==> src/rtl/mc_pkg.sv <==
package mc_pkg;

  typedef enum logic [3:0] {
    ST_FETCH, ST_DECODE, ST_MADDR, ST_MRD, ST_MWB,
    ST_MWR, ST_REXE, ST_RWB, ST_BEQ, ST_JMP
  } st_e;

  localparam logic [5:0] OP_REG   = 6'd0;
  localparam logic [5:0] OP_LOAD  = 6'd35;
  localparam logic [5:0] OP_STORE = 6'd43;
  localparam logic [5:0] OP_BEQ   = 6'd4;
  localparam logic [5:0] OP_JUMP  = 6'd2;

  localparam logic [5:0] FN_ADD = 6'd32;
  localparam logic [5:0] FN_SUB = 6'd34;
  localparam logic [5:0] FN_AND = 6'd36;
  localparam logic [5:0] FN_OR  = 6'd37;
  localparam logic [5:0] FN_SLT = 6'd42;

  typedef enum logic [1:0] {AOP_ADD, AOP_SUB, AOP_FN} aop_e;
  typedef enum logic [1:0] {BSRC_REG, BSRC_FOUR, BSRC_IMM, BSRC_BR} bsrc_e;
  typedef enum logic [1:0] {PCS_ALU, PCS_TGT, PCS_JMP} pcsrc_e;

  typedef struct packed {
    logic   addr_data;
    logic   mem_re;
    logic   mem_we;
    logic   ir_we;
    logic   pc_we;
    logic   pc_beq;
    pcsrc_e pc_src;
    logic   a_pc;
    bsrc_e  b_src;
    aop_e   aop;
    logic   rf_we;
    logic   rf_rd;
    logic   rf_mem;
  } ctl_t;

endpackage

==> src/rtl/mc_alu.sv <==
module mc_alu
  import mc_pkg::*;
#(
  parameter int W = 32
) (
  input  logic [W-1:0] a,
  input  logic [W-1:0] b,
  input  aop_e         aop,
  input  logic [5:0]   funct,
  output logic [W-1:0] y,
  output logic         zero
);

  always_comb begin
    y = '0;
    case (aop)
      AOP_ADD: y = a + b;
      AOP_SUB: y = a - b;
      default: begin
        case (funct)
          FN_ADD:  y = a + b;
          FN_SUB:  y = a - b;
          FN_AND:  y = a & b;
          FN_OR:   y = a | b;
          FN_SLT:  y = {{(W-1){1'b0}}, ($signed(a) < $signed(b))};
          default: y = '0;
        endcase
      end
    endcase
  end

  assign zero = (y == '0);

endmodule

==> src/rtl/mc_regfile.sv <==
module mc_regfile #(
  parameter int W  = 32,
  parameter int AW = 5
) (
  input  logic          clk,
  input  logic [AW-1:0] ra1,
  input  logic [AW-1:0] ra2,
  output logic [W-1:0]  rd1,
  output logic [W-1:0]  rd2,
  input  logic          we,
  input  logic [AW-1:0] wa,
  input  logic [W-1:0]  wd
);

  localparam int DEPTH = 1 << AW;

  logic [W-1:0] regs_q [DEPTH];

  // Register 0 is hardwired to zero
  always_ff @(posedge clk) begin
    if (we && (wa != '0)) regs_q[wa] <= wd;
  end

  assign rd1 = (ra1 == '0) ? '0 : regs_q[ra1];
  assign rd2 = (ra2 == '0) ? '0 : regs_q[ra2];

endmodule

==> src/rtl/mc_ctrl.sv <==
module mc_ctrl
  import mc_pkg::*;
(
  input  logic       clk,
  input  logic       rst,
  input  logic [5:0] opcode,
  output st_e        state,
  output ctl_t       ctl
);

  st_e state_q, state_d;

  always_ff @(posedge clk) begin
    if (rst) state_q <= ST_FETCH;
    else     state_q <= state_d;
  end

  always_comb begin
    state_d = ST_FETCH;
    case (state_q)
      ST_FETCH:  state_d = ST_DECODE;
      ST_DECODE: begin
        case (opcode)
          OP_LOAD, OP_STORE: state_d = ST_MADDR;
          OP_REG:            state_d = ST_REXE;
          OP_BEQ:            state_d = ST_BEQ;
          OP_JUMP:           state_d = ST_JMP;
          default:           state_d = ST_FETCH;
        endcase
      end
      ST_MADDR:  state_d = (opcode == OP_LOAD) ? ST_MRD : ST_MWR;
      ST_MRD:    state_d = ST_MWB;
      ST_REXE:   state_d = ST_RWB;
      default:   state_d = ST_FETCH;
    endcase
  end

  always_comb begin
    ctl = '0;
    case (state_q)
      ST_FETCH: begin
        ctl.mem_re = 1'b1;
        ctl.ir_we  = 1'b1;
        ctl.a_pc   = 1'b1;
        ctl.b_src  = BSRC_FOUR;
        ctl.aop    = AOP_ADD;
        ctl.pc_we  = 1'b1;
        ctl.pc_src = PCS_ALU;
      end
      ST_DECODE: begin
        ctl.a_pc  = 1'b1;
        ctl.b_src = BSRC_BR;
        ctl.aop   = AOP_ADD;
      end
      ST_MADDR: begin
        ctl.b_src = BSRC_IMM;
        ctl.aop   = AOP_ADD;
      end
      ST_MRD: begin
        ctl.addr_data = 1'b1;
        ctl.mem_re    = 1'b1;
      end
      ST_MWB: begin
        ctl.rf_we  = 1'b1;
        ctl.rf_mem = 1'b1;
      end
      ST_MWR: begin
        ctl.addr_data = 1'b1;
        ctl.mem_we    = 1'b1;
      end
      ST_REXE: begin
        ctl.b_src = BSRC_REG;
        ctl.aop   = AOP_FN;
      end
      ST_RWB: begin
        ctl.rf_we = 1'b1;
        ctl.rf_rd = 1'b1;
      end
      ST_BEQ: begin
        ctl.b_src  = BSRC_REG;
        ctl.aop    = AOP_SUB;
        ctl.pc_beq = 1'b1;
        ctl.pc_src = PCS_TGT;
      end
      ST_JMP: begin
        ctl.pc_we  = 1'b1;
        ctl.pc_src = PCS_JMP;
      end
      default: ctl = '0;
    endcase
  end

  assign state = state_q;

endmodule

==> src/rtl/mc_core.sv <==
module mc_core
  import mc_pkg::*;
#(
  parameter int XLEN = 32
) (
  input  logic            clk,
  input  logic            rst,
  output logic [XLEN-1:0] mem_addr,
  output logic            mem_re,
  output logic            mem_we,
  output logic [XLEN-1:0] mem_wdata,
  input  logic [XLEN-1:0] mem_rdata
);

  localparam int RAW = 5;
  localparam int IMW = 16;

  logic [XLEN-1:0] pc_q, instr_q, memword_q, opa_q, opb_q, res_q;
  st_e             state_q;
  ctl_t            ctl;

  logic [XLEN-1:0] rd1, rd2, alu_a, alu_b, alu_y, imm_sx, imm_br, pc_nxt, wr_data;
  logic [RAW-1:0]  wr_addr;
  logic            alu_zero, pc_load;

  mc_ctrl u_ctrl (
    .clk    (clk),
    .rst    (rst),
    .opcode (instr_q[31:26]),
    .state  (state_q),
    .ctl    (ctl)
  );

  assign wr_addr = ctl.rf_rd  ? instr_q[15:11] : instr_q[20:16];
  assign wr_data = ctl.rf_mem ? memword_q : res_q;

  mc_regfile #(.W(XLEN), .AW(RAW)) u_rf (
    .clk (clk),
    .ra1 (instr_q[25:21]),
    .ra2 (instr_q[20:16]),
    .rd1 (rd1),
    .rd2 (rd2),
    .we  (ctl.rf_we),
    .wa  (wr_addr),
    .wd  (wr_data)
  );

  assign imm_sx = {{(XLEN-IMW){instr_q[IMW-1]}}, instr_q[IMW-1:0]};
  assign imm_br = {imm_sx[XLEN-3:0], 2'b00};

  assign alu_a = ctl.a_pc ? pc_q : opa_q;

  always_comb begin
    case (ctl.b_src)
      BSRC_REG:  alu_b = opb_q;
      BSRC_FOUR: alu_b = XLEN'(4);
      BSRC_IMM:  alu_b = imm_sx;
      default:   alu_b = imm_br;
    endcase
  end

  mc_alu #(.W(XLEN)) u_alu (
    .a     (alu_a),
    .b     (alu_b),
    .aop   (ctl.aop),
    .funct (instr_q[5:0]),
    .y     (alu_y),
    .zero  (alu_zero)
  );

  always_comb begin
    case (ctl.pc_src)
      PCS_TGT: pc_nxt = res_q;
      PCS_JMP: pc_nxt = {pc_q[XLEN-1:XLEN-4], instr_q[25:0], 2'b00};
      default: pc_nxt = alu_y;
    endcase
  end

  assign pc_load = ctl.pc_we | (ctl.pc_beq & alu_zero);

  always_ff @(posedge clk) begin
    if (rst) begin
      pc_q      <= '0;
      instr_q   <= '0;
      memword_q <= '0;
      opa_q     <= '0;
      opb_q     <= '0;
      res_q     <= '0;
    end else begin
      if (ctl.ir_we) instr_q <= mem_rdata;
      if (pc_load)   pc_q    <= pc_nxt;
      memword_q <= mem_rdata;
      opa_q     <= rd1;
      opb_q     <= rd2;
      res_q     <= alu_y;
    end
  end

  assign mem_addr  = ctl.addr_data ? res_q : pc_q;
  assign mem_re    = ctl.mem_re;
  assign mem_we    = ctl.mem_we;
  assign mem_wdata = opb_q;

endmodule

==> config.mk <==
export PLATFORM = sky130hd
export DESIGN_NAME = mc_core
export DESIGN_NICKNAME = d
export VERILOG_FILES = /design/src/rtl/mc_pkg.sv /design/src/rtl/mc_alu.sv /design/src/rtl/mc_regfile.sv /design/src/rtl/mc_ctrl.sv /design/src/rtl/mc_core.sv
export SDC_FILE = /design/constraint.sdc
export NUM_CORES = 2
export LEC_CHECK = 0
export BUFFER_PORTS_ARGS = -buffer_cell sky130_fd_sc_hd__buf_2
export CAP_MARGIN = 20
export CORE_MARGIN = 3
export CORE_UTILIZATION = 30
export CTS_CLUSTER_SIZE = 28
export DETAILED_ROUTE_END_ITERATION = 6
export PLACE_DENSITY = 0.45
export SLEW_MARGIN = 20
export SYNTH_ARGS = -nofsm -noshare
export SYNTH_HDL_FRONTEND = slang
export SYNTH_SLANG_ARGS = --single-unit
==> constraint.sdc <==
create_clock -name clk -period 5.33 [get_ports clk]
set_input_delay 0.533 -clock clk [delete_from_list [all_inputs] [get_ports clk]]
set_output_delay 0.533 -clock clk [all_outputs]
set_load 0.05 [all_outputs]
==> impl.org <==
** Status
- Run status :: finished clean

** Power and ir drop
- In this run switching power makes up 36.8% of total power.
- Dividing total power by cell area gives a power density of 488 mW/mm².
- Max IR drop VDD :: 0.329 mV
- The internal power of the cells totals 22.2 mW.
- For this design the total switching power over the nets is 13.0 mW.
- In this run, the clock network consumes 26.2% of the power.
- Gate power share :: 39.0%
- Sum of internal, switching and leakage power :: 35.2 mW
- Summed over all cells, the static leakage comes to 23.7 nW.
- Sequential power share :: 34.8%

** Synthesis
- Of the total synthesized cell area, the portion taken by full adders, half adders and majority gates is 2.14%.
- The synthesized netlist occupies a cell area of 0.0609 mm².
- The biggest area contributor in the post-synthesis netlist is edfxtp_1.
- Count of flip-flops with a built-in enable after synthesis :: 1,024
- By area, the combinational part of the netlist is dominated by multiplexers.
- After synthesis the netlist holds a flip-flop and latch count of 1,220.
- During synthesis, Yosys emitted a total of 0 warnings.
- Counting every instance in the synthesized netlist gives 3,979.
- Synth unique cells :: 96
- Complex-gate fraction of the synthesized area :: 8.36%
- The synthesized netlist devotes 0.331% of its cell area to XOR and XNOR gates.
- Share of flip-flops with an asynchronous set or reset :: 0%
- In this run the mean area of a mapped cell was 15.3 µm².
- The synthesized netlist devotes 5.08% of its cell area to simple gates.
- Cells taking the most area after synthesis :: edfxtp_1 (51%), mux4_2 (19%), dfxtp_1 (6.4%)
- In the synthesized netlist, mux cells make up 24.3% of the area.
- Dominant register cell in the synthesized netlist :: edfxtp_1
- The share of the Yosys chip area taken by registers is 57.0%.
- The share of synthesized area in the top cell type comes to 50.5%.

** Hold path
- Hold worst-path end :: instr_q[17]$_SDFFE_PP0P_
- Launch instance of the worst min-delay path :: mem_rdata[17]
- Counting instances, the worst hold path has a depth of 3.
- Worst hold path type :: in -> reg

** Clocking
- Clk sink count :: 1,220
- Master cell of the clock root buffer :: clkbuf_16
- Clock insertion delay at the later pin of the skew report :: 0.78 ns
- CTS tree :: yes
- Clock tree synthesis inserted a total of 134 buffers.
- H-tree depth reported by CTS :: 4
- Clock Pin Slew Worst Setup and Hold Paths :: 0.06 ns
- In this run the deepest clock path goes through 3 buffers.

** Critical path
- The worst register-to-register path has a setup slack of 0.07 ns.
- Delay of the slowest cell on the worst path :: 0.40 ns
- In this run the critical register-to-register path is launched from u_ctrl.state[3]$_SDFF_PP0_.
- In this run the number of cells on the critical path is 24.
- The worst register-to-register path ends at pc_q[31]$_SDFFE_PP0P_.
- Traced cell by cell, the critical path runs through buf_4, or2_4, nor2_4, buf_12, buf_8, mux2_4, ha_1, buf_4, a21oi_4, buf_4, o21ai_2, a211o_1, o21ai_0, buf_4, xnor2_1, o22ai_1, a21oi_2, nand4_1, nor4_4, buf_4, a41oi_4, buf_6, mux2i_1, nor2_1.
- The worst setup path is of the reg -> reg kind.
- For this design, the slowest cell found on the critical path is nor4_4.
- Data on the critical path arrives at its endpoint at 5.89 ns.
- The worst setup path is launched from a flop.
- Endpoint required time on the critical path :: 5.96 ns
- Cell type with the highest occurrence count on the critical path :: buf_4
- Top cell family by delay on the critical path :: compound AO/OA/AOI/OAI gates
- Total buffers and inverters traversed by the critical path :: 8
- The worst setup path is captured at a flop.
- Cells on worst reg2reg path :: 24
- Maximum fanout along the worst path :: 8

** Floorplan
- The die covers 0.208 mm².
- Vert. Die Dim :: 456 µm
- Number of top-level pins :: 100
- The initialized floorplan defines 164 standard-cell rows.
- Die width :: 456 µm
- Initial core utilization :: 30.3%
- Core region area :: 0.201 mm²

** Route
- Dividing the detail-routed wire length by the instance count gives 33.1 µm.
- Post-detailed-route count of antenna-violating nets :: 0
- Post-route DRC violation count :: 0
- Final wirelength :: 234,000 µm
- After detailed routing, the number of vias per cell comes to 5.70.
- Number of DRC violations after detailed-routing iteration 0 :: 4,465
- The first TritonRoute pass finished after 7 iterations.
- Via count :: 40,207

** Global routing
- The first global-routing pass estimated 324,000 µm of wire.
- Number of global-route vias before repair :: 40,466
- For this run the aggregate overflow at the end of global routing stands at 0.
- Maximum number of pins on one net before global-route repair :: 97
- Antenna violations before repair :: 6
- Total global-route track usage :: 21.9%

** STA
- Number of setup violations in the final report :: 0
- For the pin with the worst max-slew slack, the measured transition is 1.12 ns.
- Clock skew on the completed layout was measured at 0.0223 ns.
- In the finished design, the share of the clock period the worst path needs comes to 98.7%.
- Across all hold checks on the routed design, the worst slack comes to 0.0495 ns.
- F_max :: 0.190 GHz
- The number of endpoints with negative hold slack in the final report was 0.
- Final critical-path required period :: 5.26 ns
- Measured against its own limit, the worst slew margin works out to 25.2%.
- Number of pins with negative max-slew slack in the final report :: 0
- Setup repair after global routing could not meet its margin everywhere.

** Placement
- The count of buffers added on input and output ports is 99.
- GPL Wtd Cong :: 0.902
- Sum of net half-perimeters after detailed placement :: 147,000 µm
- The placed instances occupy a cell area of 0.0670 mm².

** Cells and area
- Of the cells placed in the final design, the portion with a size suffix greater than 1 is 33.8%.
- Final Cell Area :: 0.0721 mm²
- Relative to the synthesized area, the layout overhead comes to 18.5%.
- Antenna cells :: 0
- Once layout is complete, the utilization of the core stands at 35.9%.
- Final layout net count :: 4,432

** Job
- Max Cap Violations :: 0
-- through the flow --
| step | instances | worst slack (ns) | setup TNS [ns] |
|---|---|---|---|
| final | 7059 | 0.0669 | 0 |
| after global routing | 7059 | -0.0697 | -0.286 |
| after CTS | 7045 | 0.00232 | 0 |
| after detailed placement | 6785 | -0.447 | -12.71 |
| after global placement | 6785 | -0.442 | -12.55 |
| after floorplan | 4010 | 0.0165 | 0 |
-- how the worst max path moves through the flow --
stage                                           from               endpoint  slack, ns
after global routing      u_ctrl.state[3]$_SDFF_PP0_  pc_q[29]$_SDFFE_PP0P_      -0.07
final                     u_ctrl.state[3]$_SDFF_PP0_  pc_q[31]$_SDFFE_PP0P_       0.07
after CTS                 u_ctrl.state[3]$_SDFF_PP0_  pc_q[31]$_SDFFE_PP0P_      0.002
after detailed placement  u_ctrl.state[3]$_SDFF_PP0_   pc_q[5]$_SDFFE_PP0P_      -0.45
after floorplan              instr_q[0]$_SDFFE_PP0P_  pc_q[28]$_SDFFE_PP0P_       0.02
after global placement    u_ctrl.state[3]$_SDFF_PP0_  pc_q[17]$_SDFFE_PP0P_      -0.44
-- repair_timing --
| item | in CTS | in global routing |
|---|---|---|
| gates resized for setup | 39 | 92 |
| pin swaps | 11 | 36 |
| buffers inserted | 8 | 13 |
| cloned | 0 | 1 |
| endpoints found under the hold margin | 14 | 0 |
| hold buffers | 8 | 0 |
| endpoints found under the setup margin | 32 | 32 |
-- synthesized netlist by cell type (all sizes together), types with 52 or more instances --
cell type and instances:
edfxtp 1024, mux4 500, clkbuf 203, nand2 201, dfxtp 196, nor2 188, mux2i 172, mux2 161
a21oi 144, buf 117, o21ai 117, inv 114, ha 101, o22ai 65, nor2b 56, o221ai 55
a221oi 54, a211oi 52
-- power groups by stage --
stage               Combinational, mW  Clock (mW)  Sequential, mW
global placement                 13.0           0            12.4
floorplan                        7.46           0            12.1
detailed placement               12.9           0            12.4
CTS                              13.2        9.41            12.2
global route                     14.5        9.80            12.3
finish                           13.7        9.23            12.2
-- cells in the final DEF, fill, tap and decap left out, types with 50 or more instances in the layout --
cell / synthesis / final
buf_2: 35 / 98
o21ai_0: 75 / 66
mux4_2: 500 / 500
o22ai_1: 65 / 63
inv_1: 113 / 112
mux2i_1: 172 / 171
nor2b_1: 56 / 53
nand2_1: 201 / 197
o221ai_1: 55 / 54
nor2_1: 187 / 152
mux2_2: 161 / 157
clkbuf_16: 0 / 141
a21oi_1: 142 / 126
ha_1: 101 / 85
a221oi_1: 53 / 50
buf_4: 6 / 316
dfxtp_1: 196 / 185
edfxtp_1: 1024 / 1024
-- cell type report --
cell class              instances  area (µm²)
clock buffers                 180        3730
clock inverters                64         552
fillers                     19105      129000
inverters                     115         437
multi-input cells            2355       25500
flip-flops and latches       1220       34700
well taps                    2656        3320
repair buffers                469        3830
-- registers in the layout (all words and copies together) (netlist names) --
signal	cells
memword_q	32
pc_q	32
opa_q	32
u_ctrl.state	4
res_q	32
mem_wdata	32
u_rf.regs_q	1024
instr_q	32
-- kinds of logic (layout without fill, tap and decap cells) --
logic type | Yosys count | after routing
mux | 833 | 833
compound gates | 720 | 720
flops | 1220 | 1220
buf+inv | 435 | 828
xor+xnor | 23 | 23
other cells | 1 | 32
simple gates | 644 | 644
fa+ha+maj | 103 | 103
-- worst min-delay path, stage by stage --
cell and delay [ns]:
buf_2 0.14, nand2_1 0.06, a21oi_1 0.05
-- per-layer routing --
layer  GRT usage (%)  vias up  wire length [µm]
met4            7.08        0              8280
met1            29.1    21544             97800
li1                -    16779                 -
met3            3.02      356             13000
met2            36.9     1528            115000
met5               0        -                 0
No activity file was read; power rests on OpenSTA's default activity.
